`src/rtl/brx_pkg.sv`:
```
package brx_pkg;
   typedef enum logic [1:0] {
      FORM_IMM_LONG  = 2'd0,
      FORM_IMM_SHORT = 2'd1,
      FORM_VIA_LINK  = 2'd2,
      FORM_VIA_COUNT = 2'd3
   } brx_form_e;

   localparam int RULE_W      = 5;
   localparam int RB_IGN_COND = 4;
   localparam int RB_COND_VAL = 3;
   localparam int RB_NO_DEC   = 2;
   localparam int RB_ON_ZERO  = 1;
endpackage

```
`src/rtl/brx_decide.sv`:
```
module brx_decide
   import brx_pkg::*;
#(
   parameter int AW  = 64,
   parameter int CRW = 32,
   localparam int SEL_W = $clog2(CRW)
) (
   input  brx_form_e          form,
   input  logic [RULE_W-1:1]  rule,
   input  logic [SEL_W-1:0]   sel,
   input  logic [CRW-1:0]     cr,
   input  logic [AW-1:0]      ctr_cur,
   output logic               take_ok,
   output logic               dec_req,
   output logic [AW-1:0]      ctr_next
);
   logic [CRW-1:0] cr_rev;
   logic [AW-1:0]  ctr_view;
   logic           cond_bit, ctr_ok, cond_ok;

   // selector 0 addresses the most significant condition bit
   for (genvar i = 0; i < CRW; i++) begin : g_rev
      assign cr_rev[i] = cr[CRW-1-i];
   end

   always_comb begin
      cond_bit = cr_rev[sel];
      dec_req  = (form != FORM_IMM_LONG) && !rule[RB_NO_DEC];
      ctr_next = ctr_cur - AW'(1);
      ctr_view = dec_req ? ctr_next : ctr_cur;
      ctr_ok   = rule[RB_NO_DEC] | ((ctr_view == '0) == rule[RB_ON_ZERO]);
      cond_ok  = rule[RB_IGN_COND] | (cond_bit == rule[RB_COND_VAL]);
      take_ok  = (form == FORM_IMM_LONG) | (ctr_ok & cond_ok);
   end
endmodule

```
`src/rtl/brx_imm_ext.sv`:
```
module brx_imm_ext #(
   parameter int AW         = 64,
   parameter int DW         = 24,
   parameter int ALIGN      = 2,
   parameter bit ABS_SIGNED = 1'b0,
   localparam int EW = DW + ALIGN
) (
   input  logic [DW-1:0] disp,
   input  logic          abs_mode,
   input  logic [AW-1:0] cia,
   output logic [AW-1:0] addr
);
   logic [AW-1:0] sx, ax;

   assign sx = {{(AW-EW){disp[DW-1]}}, disp, {ALIGN{1'b0}}};

   if (ABS_SIGNED) begin : g_abs_sx
      assign ax = sx;
   end else begin : g_abs_zx
      assign ax = {{(AW-EW){1'b0}}, disp, {ALIGN{1'b0}}};
   end

   assign addr = abs_mode ? ax : (cia + sx);
endmodule

```
`src/rtl/brx_target.sv`:
```
module brx_target
   import brx_pkg::*;
#(
   parameter int AW         = 64,
   parameter int LONG_DW    = 24,
   parameter int SHORT_DW   = 14,
   parameter int ALIGN      = 2,
   parameter bit ABS_SIGNED = 1'b0
) (
   input  brx_form_e          form,
   input  logic [LONG_DW-1:0] disp,
   input  logic               abs_mode,
   input  logic [AW-1:0]      cia,
   input  logic [AW-1:0]      lr_cur,
   input  logic [AW-1:0]      ctr_cur,
   output logic [AW-1:0]      tgt
);
   localparam logic [AW-1:0] KEEP_MASK = {{(AW-ALIGN){1'b1}}, {ALIGN{1'b0}}};

   logic [AW-1:0] imm_addr [2];

   for (genvar g = 0; g < 2; g++) begin : g_imm
      localparam int DW = (g == 0) ? LONG_DW : SHORT_DW;
      brx_imm_ext #(
         .AW(AW), .DW(DW), .ALIGN(ALIGN), .ABS_SIGNED(ABS_SIGNED)
      ) u_ext (
         .disp(disp[DW-1:0]),
         .abs_mode(abs_mode),
         .cia(cia),
         .addr(imm_addr[g])
      );
   end

   always_comb begin
      unique case (form)
         FORM_IMM_LONG:  tgt = imm_addr[0];
         FORM_IMM_SHORT: tgt = imm_addr[1];
         FORM_VIA_LINK:  tgt = lr_cur & KEEP_MASK;
         default:        tgt = ctr_cur & KEEP_MASK;
      endcase
   end
endmodule

```
`src/rtl/brx_regs.sv`:
```
module brx_regs #(
   parameter int AW = 64
) (
   input  logic          clk,
   input  logic          rst_n,
   input  logic          ld_lr_en,
   input  logic [AW-1:0] ld_lr_data,
   input  logic          ld_ctr_en,
   input  logic [AW-1:0] ld_ctr_data,
   input  logic          br_lr_en,
   input  logic [AW-1:0] br_lr_data,
   input  logic          br_ctr_en,
   input  logic [AW-1:0] br_ctr_data,
   output logic [AW-1:0] lr_q,
   output logic [AW-1:0] ctr_q
);
   always_ff @(posedge clk or negedge rst_n) begin
      if (!rst_n) begin
         lr_q  <= '0;
         ctr_q <= '0;
      end else begin
         if (br_lr_en)       lr_q <= br_lr_data;
         else if (ld_lr_en)  lr_q <= ld_lr_data;
         if (br_ctr_en)      ctr_q <= br_ctr_data;
         else if (ld_ctr_en) ctr_q <= ld_ctr_data;
      end
   end
endmodule

```
`src/rtl/brx_resolve.sv`:
```
module brx_resolve
   import brx_pkg::*;
#(
   parameter int AW         = 64,
   parameter int CRW        = 32,
   parameter int LONG_DW    = 24,
   parameter int SHORT_DW   = 14,
   parameter int INSN_BYTES = 4,
   parameter bit ABS_SIGNED = 1'b0,
   localparam int SEL_W = $clog2(CRW),
   localparam int ALIGN = $clog2(INSN_BYTES)
) (
   input  logic               clk,
   input  logic               rst_n,
   input  logic               br_valid,
   input  logic [1:0]         br_form,
   input  logic [4:0]         br_rule,
   input  logic [SEL_W-1:0]   br_sel,
   input  logic [LONG_DW-1:0] br_disp,
   input  logic               br_abs,
   input  logic               br_link,
   input  logic [AW-1:0]      cia,
   input  logic [CRW-1:0]     cr,
   input  logic               lr_ld_en,
   input  logic [AW-1:0]      lr_ld_data,
   input  logic               ctr_ld_en,
   input  logic [AW-1:0]      ctr_ld_data,
   output logic               taken,
   output logic [AW-1:0]      target,
   output logic               illegal,
   output logic [AW-1:0]      lr_q,
   output logic [AW-1:0]      ctr_q
);
   if (CRW != (1 << SEL_W)) begin : g_bad_crw
      $error("CRW must be a power of two");
   end
   if (ALIGN < 1 || INSN_BYTES != (1 << ALIGN)) begin : g_bad_align
      $error("INSN_BYTES must be a power of two of at least 2");
   end
   if (SHORT_DW >= LONG_DW || AW <= LONG_DW + ALIGN) begin : g_bad_disp
      $error("displacement widths do not fit the address width");
   end

   brx_form_e     form;
   logic          take_ok, dec_req, legal, rule_hint_unused;
   logic [AW-1:0] ctr_next, tgt;

   assign form             = brx_form_e'(br_form);
   assign rule_hint_unused = br_rule[0];

   brx_decide #(.AW(AW), .CRW(CRW)) u_decide (
      .form(form),
      .rule(br_rule[RULE_W-1:1]),
      .sel(br_sel),
      .cr(cr),
      .ctr_cur(ctr_q),
      .take_ok(take_ok),
      .dec_req(dec_req),
      .ctr_next(ctr_next)
   );

   brx_target #(
      .AW(AW), .LONG_DW(LONG_DW), .SHORT_DW(SHORT_DW),
      .ALIGN(ALIGN), .ABS_SIGNED(ABS_SIGNED)
   ) u_target (
      .form(form),
      .disp(br_disp),
      .abs_mode(br_abs),
      .cia(cia),
      .lr_cur(lr_q),
      .ctr_cur(ctr_q),
      .tgt(tgt)
   );

   always_comb begin
      illegal = br_valid && (form == FORM_VIA_COUNT) && !br_rule[RB_NO_DEC];
      legal   = br_valid && !illegal;
      taken   = legal && take_ok;
      target  = legal ? tgt : '0;
   end

   brx_regs #(.AW(AW)) u_regs (
      .clk(clk),
      .rst_n(rst_n),
      .ld_lr_en(lr_ld_en),
      .ld_lr_data(lr_ld_data),
      .ld_ctr_en(ctr_ld_en),
      .ld_ctr_data(ctr_ld_data),
      .br_lr_en(legal && br_link),
      .br_lr_data(cia + AW'(INSN_BYTES)),
      .br_ctr_en(legal && dec_req),
      .br_ctr_data(ctr_next),
      .lr_q(lr_q),
      .ctr_q(ctr_q)
   );
endmodule

```
`config.mk`:
```
export PLATFORM = sky130hd
export DESIGN_NAME = brx_resolve
export DESIGN_NICKNAME = d
export VERILOG_FILES = /design/src/rtl/brx_pkg.sv /design/src/rtl/brx_decide.sv /design/src/rtl/brx_imm_ext.sv /design/src/rtl/brx_target.sv /design/src/rtl/brx_regs.sv /design/src/rtl/brx_resolve.sv
export SDC_FILE = /design/constraint.sdc
export NUM_CORES = 1
export LEC_CHECK = 0
export ABC_CLOCK_PERIOD_IN_PS = 4800
export BUFFER_PORTS_ARGS = -buffer_cell sky130_fd_sc_hd__buf_2
export CAP_MARGIN = 20
export CORE_UTILIZATION = 35
export CTS_BUF_LIST = sky130_fd_sc_hd__clkbuf_8
export CTS_CLUSTER_DIAMETER = 30
export DETAILED_ROUTE_END_ITERATION = 6
export GPL_ROUTABILITY_DRIVEN = 0
export GPL_TIMING_DRIVEN = 0
export MAX_ROUTING_LAYER = met4
export PLACE_DENSITY = 0.54
export SYNTH_ARGS = -nofsm -noshare
export SYNTH_HDL_FRONTEND = slang
export SYNTH_HIERARCHICAL = 1
export SYNTH_SLANG_ARGS = --single-unit
```
`constraint.sdc`:
```
create_clock -name clk -period 4.8 [get_ports clk]
set_clock_uncertainty 0.2 [all_clocks]
set_input_delay 0 -clock clk [delete_from_list [all_inputs] [get_ports clk]]
set_output_delay 0 -clock clk [all_outputs]
set_load 0.1 [all_outputs]
```
==> results of run 1 <==
-- power breakdown --
part	switching, W	internal [W]	leakage (nW)
sequential	0.000339	0.00122	1.54
combinational	0.00320	0.00147	10.2
clock	0.000546	0.000475	0.190
total	0.00409	0.00316	11.9
-- final cells by class --
type / count / area share
Antenna cell: 7 / 0.000644
Tap cell: 756 / 0.0348
Sequential cell: 128 / 0.118
Inverter: 63 / 0.00869
Buffer: 141 / 0.0307
Timing Repair Buffer: 791 / 0.208
Clock buffer: 17 / 0.00860
Multi-Input combinational cell: 2208 / 0.584
Clock inverter: 15 / 0.00634
-- cell families (layout without fill, tap and decap cells) --
group / count (synthesis) / count (layout) / share of synthesized area
buffers and inverters: 205 / 1027 / 0.0535
AND/OR/NAND/NOR: 1005 / 1005 / 0.258
AO/OA/AOI/OAI: 654 / 654 / 0.203
other: 0 / 7 / 0
XOR/XNOR: 203 / 203 / 0.0890
flip-flops: 128 / 128 / 0.160
multiplexers: 220 / 220 / 0.157
adder cells (fa/ha/maj): 126 / 126 / 0.0796
-- flip-flops by register name (all words and copies together), names as in the netlist --
name and cells:
u_regs/ctr_q 64, u_regs/lr_q 64
-- timing repair --
item,CTS,global route
setup endpoints to repair,2,5
pin swaps,4,2
hold endpoints to repair,256,0
gates resized for setup,23,22
buffers inserted,4,10
hold buffers,321,0
-- routing by layer --
metal  GRT usage  routed length, µm  vias to the layer above
li1            -                  -                    10995
met2       0.514              43900                     1328
met3      0.0496               8590                      214
met4       0.140               4280                        0
met1       0.436              40200                    11779
met5           -                  0                        -
-- stage by stage --
stage	instance area [µm²]	total power (W)	worst slack [ns]	utilization	hold WS [ns]
floorplan	20000	0.00456	0.0364	-	-0.496
global placement	23200	0.00569	-0.296	0.412	0.0720
detailed placement	23200	0.00571	-0.330	0.412	-0.254
CTS	27000	0.00711	-0.0517	0.479	0.107
global route	27200	0.00754	-0.115	0.483	0.140
finish	27200	0.00725	0.0153	0.483	0.163
-- worst min-delay path, stage by stage --
cell and delay (ns):
buf_2 0.14, nand2_1 0.07, o21ai_1 0.06, dlygate4sd3_1 0.55
-- cell usage in the layout (no fill, tap or decap), types with 8 or more instances in the layout --
| cell type | n |
|---|---|
| buf_2 | 467 |
| dlygate4sd3_1 | 320 |
| nand2_1 | 302 |
| nor2_1 | 196 |
| a21oi_1 | 168 |
| o21ai_1 | 144 |
| mux2i_1 | 133 |
| dfrtp_1 | 125 |
| ha_1 | 124 |
| xnor2_1 | 115 |
| o21ai_0 | 98 |
| clkbuf_1 | 95 |
| xor2_1 | 88 |
| and2_1 | 78 |
| nand3_1 | 72 |
| nand4_1 | 71 |
| mux4_2 | 68 |
| nor3_1 | 64 |
| a21o_1 | 64 |
| inv_1 | 63 |
| o21bai_1 | 30 |
| nor4_1 | 29 |
| nor2b_1 | 29 |
| or3_1 | 25 |
| and3_1 | 24 |
| buf_4 | 21 |
| o21a_1 | 20 |
| a31oi_1 | 18 |
| clkbuf_8 | 17 |
| or2_2 | 15 |
| and4_1 | 14 |
| or4_1 | 13 |
| o31ai_1 | 12 |
| buf_8 | 12 |
| o211ai_1 | 12 |
| nand2b_1 | 11 |
| mux2_2 | 11 |
| nor4_4 | 10 |
| a211oi_1 | 8 |
-- path summary, 6_finish.rpt --
kind                                                end                   startpoint
setup / recovery                                  taken  u_regs/ctr_q[3]$_DFFE_PN0P_
hold / removal               u_regs/lr_q[0]$_DFFE_PN0P_                       cia[0]
setup reg to reg           u_regs/ctr_q[59]$_DFFE_PN0P_  u_regs/ctr_q[3]$_DFFE_PN0P_
hold reg to reg             u_regs/ctr_q[0]$_DFFE_PN0P_  u_regs/ctr_q[0]$_DFFE_PN0P_
max in group asynchronous   u_regs/lr_q[61]$_DFFE_PN0P_                        rst_n
min in group asynchronous   u_regs/ctr_q[5]$_DFFE_PN0P_                        rst_n
==> summary by stage, run 1 <==
Run status
The flow ran to the end, but the final reports show violations. The checks that failed: DRC.

Floorplanning
The initial core utilization is 0.354. The floorplan has slightly below 90 rows. The die covers 58100 µm². Pin placement for this block handled about 460 I/O pins. The core region is ~56000 µm². The vertical die dimension is between 200 and 250 µm. The chip width is 241 µm.

Drt
After detailed routing, the number of vias per cell comes to just under 6. Summed over all layers, the routed wires come to 97000 µm. The routed layout has roughly 24000 vias. The remaining antenna violation count after routing is 0.

Dividing the detail-routed wire length by the instance count gives about 24 µm. The number of iterations in the first detailed-routing pass is 7. The detailed-route DRC error count is 1. The initial detailed-routing violation count is 2850.

Timing
The routed design could run at a clock period as short as 4.78 ns. The number of hold violations in the final report is 0. The final setup violation count is 0. In this run the tightest slew margin relative to its limit is 0.292.

In the finished design, the share of the clock period the worst path needs comes to 0.997. The fmax is ~210 MHz. The number of slew-limit violations in the final report came to 0.

Setup repair after global routing could not meet its margin everywhere. After routing, the total negative slack on setup checks comes to 0 ns. The pin slew with the least headroom to its limit is 1.05 ns.

Critical path
Together, buffers and inverters on the worst path number 4. The cell type of the slowest stage on the worst timing path is or4_1. The stage delay of the slowest cell on the critical path is approximately 0.5 ns. STA classifies the critical path startpoint as a flop. The number of cell instances on the worst register-to-register path is 10. The family of cells with the greatest summed delay on the critical path is simple AND/OR/NAND/NOR gates. The kind of critical path is flop to output port.

The signal on the critical path passes through or4_1 > buf_4 > or4_1 > buf_4 > buf_2 > o31ai_2 > nand4_1 > nor4_4 > nor4b_4 > o2111a_2 > a41oi_1 > a211oi_2 > and2_4 > buf_12. The logic depth of the worst path, buffers included is 14. Of all nets on the critical path, the largest fanout is 10. At the worst endpoint, the required time is between 4 and 5 ns.

Data on the critical path arrives at its endpoint at approximately 4.6 ns. The register-to-register setup slack is 1.34 ns. STA classifies the critical path endpoint as an output port.

Yosys
The share of synthesized area occupied by flip-flops and latches is 0.160. Synthesis produced a netlist whose cell count is between 2000 and 3000. The number of nets in the synthesized netlist is 2934. The number of distinct library cells after synthesis is between 100 and 150. By instance count, the leading cell after synthesis is nand2_1. The register bit count reported by yosys is between 100 and 150. The synthesized area is 20000 µm². Yosys attributes the largest share of cell area to dfrtp_1 (16%), ha_1 (7.8%), mux4_2 (7.7%). After synthesis, the mean cell area works out to 7.87 µm².

The Yosys step of the flow raised 6 warnings. The share of flip-flops with an asynchronous set or reset after synthesis is 1.00. The most used flip-flop cell after synthesis is dfrtp_1.

The top cell type by total area after synthesis is dfrtp_1. The commonest cells after synthesis are nand2_1 (302), nor2_1 (196), a21oi_1 (168). The area share of the largest cell type after synthesis is 0.160. Yosys mapped a number of flops with a built-in enable equal to 0.

Global routing
The total overflow left after global routing is 0. The number of global-route vias before repair is 23031. The first global-routing pass estimated around 140000 µm of wire.

The initial antenna violation count was 10. The maximum number of pins on one net before global-route repair is between 80 and 90. The total track usage is 0.334.

Placed design
After legalization and detailed placement, the total HPWL measured around 78000 µm. The post-placement cell count is ~3800. During placement, the flow inserted port buffers numbering about 460.

Final layout
The area used by multi-input combinational logic is roughly 16000 µm². The fraction of layout instances using a drive strength above 1 is 0.211. Compared with the post-synthesis result, the final layout area differs by 36.2%.

The filler cells instantiated in the layout total roughly 5700. The flip-flop and latch area is around 3200 µm². For this run, the number of standard cells in the final layout without fillers is 4126.

After the last flow step, the layout net total stands at roughly 3700.

Clock network
No sink is reached through more buffers than the 2 on the longest clock path. The clock latency of the later-clocked register in the worst-skew pair is ~0.50 ns. The number of clock buffers inserted by TritonCTS is 17. The H-tree generated during clock tree synthesis spans 4 levels. Clock tree synthesis found a total of 128 sinks. The register clock-pin slew on the reported worst setup and hold paths is about 0.09 ns. The buffer cell driving the clock tree root is clkbuf_8. The CTS tree is yes.

Power and ir drop
VDD sags by at most 256 µV. Summed over all cells, the static leakage comes to approximately 12 nW. In this run the power density over the cells is approximately 270 nW/µm².

Hold path
The worst hold path was traced through 4 stages. The path class of the tightest hold or removal check is input pin to flop.

Run
The max-capacitance violation count is 0.
Power figures use the tool's default switching activity.
==> inputs of run 2 (changes only) <==
--- a/config.mk
+++ b/config.mk
@@ -9,7 +9,6 @@
 export BUFFER_PORTS_ARGS = -buffer_cell sky130_fd_sc_hd__buf_2
 export CAP_MARGIN = 20
 export CORE_UTILIZATION = 35
-export CTS_BUF_LIST = sky130_fd_sc_hd__clkbuf_8
 export CTS_CLUSTER_DIAMETER = 30
 export DETAILED_ROUTE_END_ITERATION = 6
 export GPL_ROUTABILITY_DRIVEN = 0
==> run 2 against run 1 <==
Effect of this change: non-clock buffer count down 18; critical path type unchanged; critical path depth down 1; register-to-register slack got worse by 0.11 ns; the run ends with DRC, setup timing left; clock power is 34% higher.
==> summary by stage, run 2 (synthesis gave the netlist of run 1 again) <==
Timing
The number of hold violations in the final report is 0 (unchanged). The headroom to the max-slew limit is 0.202 (-0.0895). The setup TNS is -0.0474 ns (-0.0474 ns). Setup repair after global routing could not meet its margin everywhere. The final critical-path setup slack is -0.0474 ns (-0.0628 ns). The final period utilization is 1.01 (+0.0131). The final setup violation count is 1 (+1). The clock period minus worst slack is 4.85 ns (+0.0628 ns). The number of slew-limit violations in the final report came to 0 (unchanged). The fmax was 206 MHz (-1.3%). The pin slew with the least headroom to its limit came to 1.19 ns (+0.133 ns).

Final layout
The largest registers in the layout are u_regs/ctr_q (64), u_regs/lr_q (64). The library cell used most frequently in the layout, excluding fill and tap cells, is buf_2. The final standard cell count with taps included and fillers excluded is 4107 (-0.46%).

The net count reported at finish is 3725 (-0.48%). The number of filler cells placed in the layout is 5654 (-0.12%). The design area is 27200 µm² (-0.13%). The fraction of layout instances using a drive strength above 1 is 0.207 (-0.00365).

Leaving out fill and tap cells, the most frequent cells in the layout are buf_2 (468), dlygate4sd3_1 (312), nand2_1 (302). The area added between synthesis and finish is 36.0%.

Drt
The number of vias per cell is 5.86 (-0.58%). The vias after detailed routing is 24063 (-1.0%). The mean routed wirelength per cell is 23.5 µm (+0.13%).

The detailed-route DRC error count came to 3 (+2). The remaining antenna violation count after routing is 0 (unchanged). The initial detailed-routing violation count is 2791 (-2.1%). The sum of routed wire length over all layers is 96700 µm (-0.33%). The number of iterations in the first detailed-routing pass was 7 (unchanged).

Power and ir drop
The relative contribution of the clock network to total power is 0.181 (+0.040). The power density of the placed cells is 278 nW/µm² (+4.3%). The maximum vdd drop is 290 µV (+13%). The proportion of total power due to net switching is 0.544 (-0.0191). The net switching power of the design is 0.00411 W (+0.59%).

The internal power component is 0.00344 W (+8.7%). The relative contribution of combinational cells to total power came to 0.612 (-0.032). The fraction of power consumed by sequential logic is 0.207 (-0.008).

The leakage dissipation is 11.9 nW (-0.17%).

Global routing
The maximum number of pins on one net before global-route repair is 85 (unchanged). The total track usage was 0.334 (about the same). The number of global-route vias before repair is 22946 (-0.37%). The initial antenna violation count is 8 (-2). The global-route wire length before repair was 141000 µm (about the same).

The total congestion overflow is 0 (unchanged).

Floorplanning
The vertical die dimension came to 241 µm (unchanged). The core area is 56400 µm² (unchanged). The number of ports placed on the die boundary came to 461 (unchanged). The number of cell rows was 87 (unchanged).

The initial core utilization is 0.354 (unchanged). The area of the die is 58100 µm² (unchanged). The chip width is 241 µm (unchanged).

Critical path
The largest fanout on the critical path is 9 (-1). The critical path is of the flop to output port type. Traced cell by cell, the critical path runs through or4_1 > buf_2 > or4_1 > buf_2 > o31ai_1 > or4bb_1 > nor4_2 > nor4b_4 > o2111a_2 > a41oi_1 > a211oi_2 > and2_2 > buf_12. The family of cells with the greatest summed delay on the critical path is simple AND/OR/NAND/NOR gates.

The worst setup path is captured at an output port. The endpoint required time on the critical path is 4.60 ns (about the same). The total buffers and inverters traversed by the critical path came to 3 (-1). The slowest stage of the critical path belongs to the cell or4_1.

The data arrival time of the critical path is 4.65 ns (+0.07 ns). STA classifies the critical path startpoint as a flop. The stage delay of the slowest cell on the critical path is 0.51 ns (about the same).

Placed design
The HPWL after detailed placement is 78400 µm (unchanged). The post-placement cell count came to 3753 (unchanged). The worst setup slack after placement is -0.330 ns (unchanged).

The quantity of I/O buffers inserted on ports is 455 (unchanged). The cell area after placement is 23200 µm² (unchanged).

Clock network
The number of clock buffers inserted by TritonCTS is 17 (unchanged). Clock tree synthesis selected as its root buffer the cell clkbuf_16. The register clock-pin slew on the reported worst setup and hold paths was 0.07 ns (-0.02 ns).

The number of H-tree branching levels was 4 (unchanged). The clock latency of the later-clocked register in the worst-skew pair is 0.46 ns (-0.04 ns). The CTS sink count came to 128 (unchanged). TritonCTS built the clock tree. The deepest clock path buffer count is 2 (unchanged).

Hold path
In this run the worst hold path is classified as input pin to flop.

Run
The max-capacitance violation count came to 0 (unchanged).

Run status
The checks that failed: DRC, setup timing. The run finished, with violations left.
==> run 2: layout make-up <==
type	count	area, µm²	area share
buffer	141	831	0.0306
inverter	63	236	0.00870
clock buffer	17	425	0.0156
tap	756	946	0.0348
multi-input combinational	2208	15800	0.583
timing repair buffer	773	5510	0.203
antenna	6	15.0	0.000552
clock inverter	15	173	0.00635
sequential	128	3210	0.118
==> run 2: worst register-to-register path, cell delays in order, from the launching register on <==
cell     delay, ns
dfrtp_1       0.54
or3_1         0.54
nor4_4        0.46
nand3_2       0.27
or4_1         0.66
nor4_1        0.50
or2_2         0.22
nand2_1       0.05
o21ai_1       0.09
==> run 2: layer usage <==
layer / GRT usage / wire length (µm)
met1: 0.439 / 40400
met3: 0.0446 / 8280
met4: 0.131 / 3770
met5: - / 0
met2: 0.517 / 44200
==> run 2: power by group through the flow <==
stage | sequential (W) | combinational (W) | clock, W
after global routing | 0.00157 | 0.00485 | 0.00142
after CTS | 0.00154 | 0.00453 | 0.00138
final | 0.00156 | 0.00462 | 0.00137
after floorplan | 0.00249 | 0.00207 | 0
after global placement | 0.00155 | 0.00414 | 0
after detailed placement | 0.00156 | 0.00416 | 0
==> run 2: path summary, 6_finish.rpt <==
kind | start | depth (start not counted) | end | slack [ns]
worst max-delay path | u_regs/ctr_q[3]$_DFFE_PN0P_ | 13 | taken | -0.05
worst min-delay path | cia[48] | 5 | u_regs/lr_q[48]$_DFFE_PN0P_ | 0.02
worst max register to register | u_regs/ctr_q[10]$_DFFE_PN0P_ | 8 | u_regs/ctr_q[59]$_DFFE_PN0P_ | 1.23
worst min register to register | u_regs/ctr_q[0]$_DFFE_PN0P_ | 3 | u_regs/ctr_q[0]$_DFFE_PN0P_ | 0.50
max in group asynchronous | rst_n | 4 | u_regs/ctr_q[58]$_DFFE_PN0P_ | 3.50
min in group asynchronous | rst_n | 4 | u_regs/ctr_q[4]$_DFFE_PN0P_ | 0.41
==> run 2: repair_timing <==
| action | in CTS | in global routing |
|---|---|---|
| resized for setup | 22 | 7 |
| endpoints found under the hold margin | 256 | 0 |
| setup buffers | 3 | 1 |
| endpoints found under the setup margin | 2 | 5 |
| pin swaps | 3 | 1 |
| hold buffers | 313 | 0 |
==> run 2: through the flow <==
| stage | total power (W) | utilization | hold WS (ns) |
|---|---|---|---|
| 3_5_place_dp | 0.00571 | 0.412 | -0.254 |
| 6_report | 0.00755 | 0.482 | 0.0229 |
| 4_1_cts | 0.00745 | 0.481 | 0.00324 |
| 5_1_grt | 0.00784 | 0.482 | 0.0354 |
| 2_1_floorplan | 0.00456 | - | -0.496 |
| 3_3_place_gp | 0.00569 | 0.412 | 0.0720 |
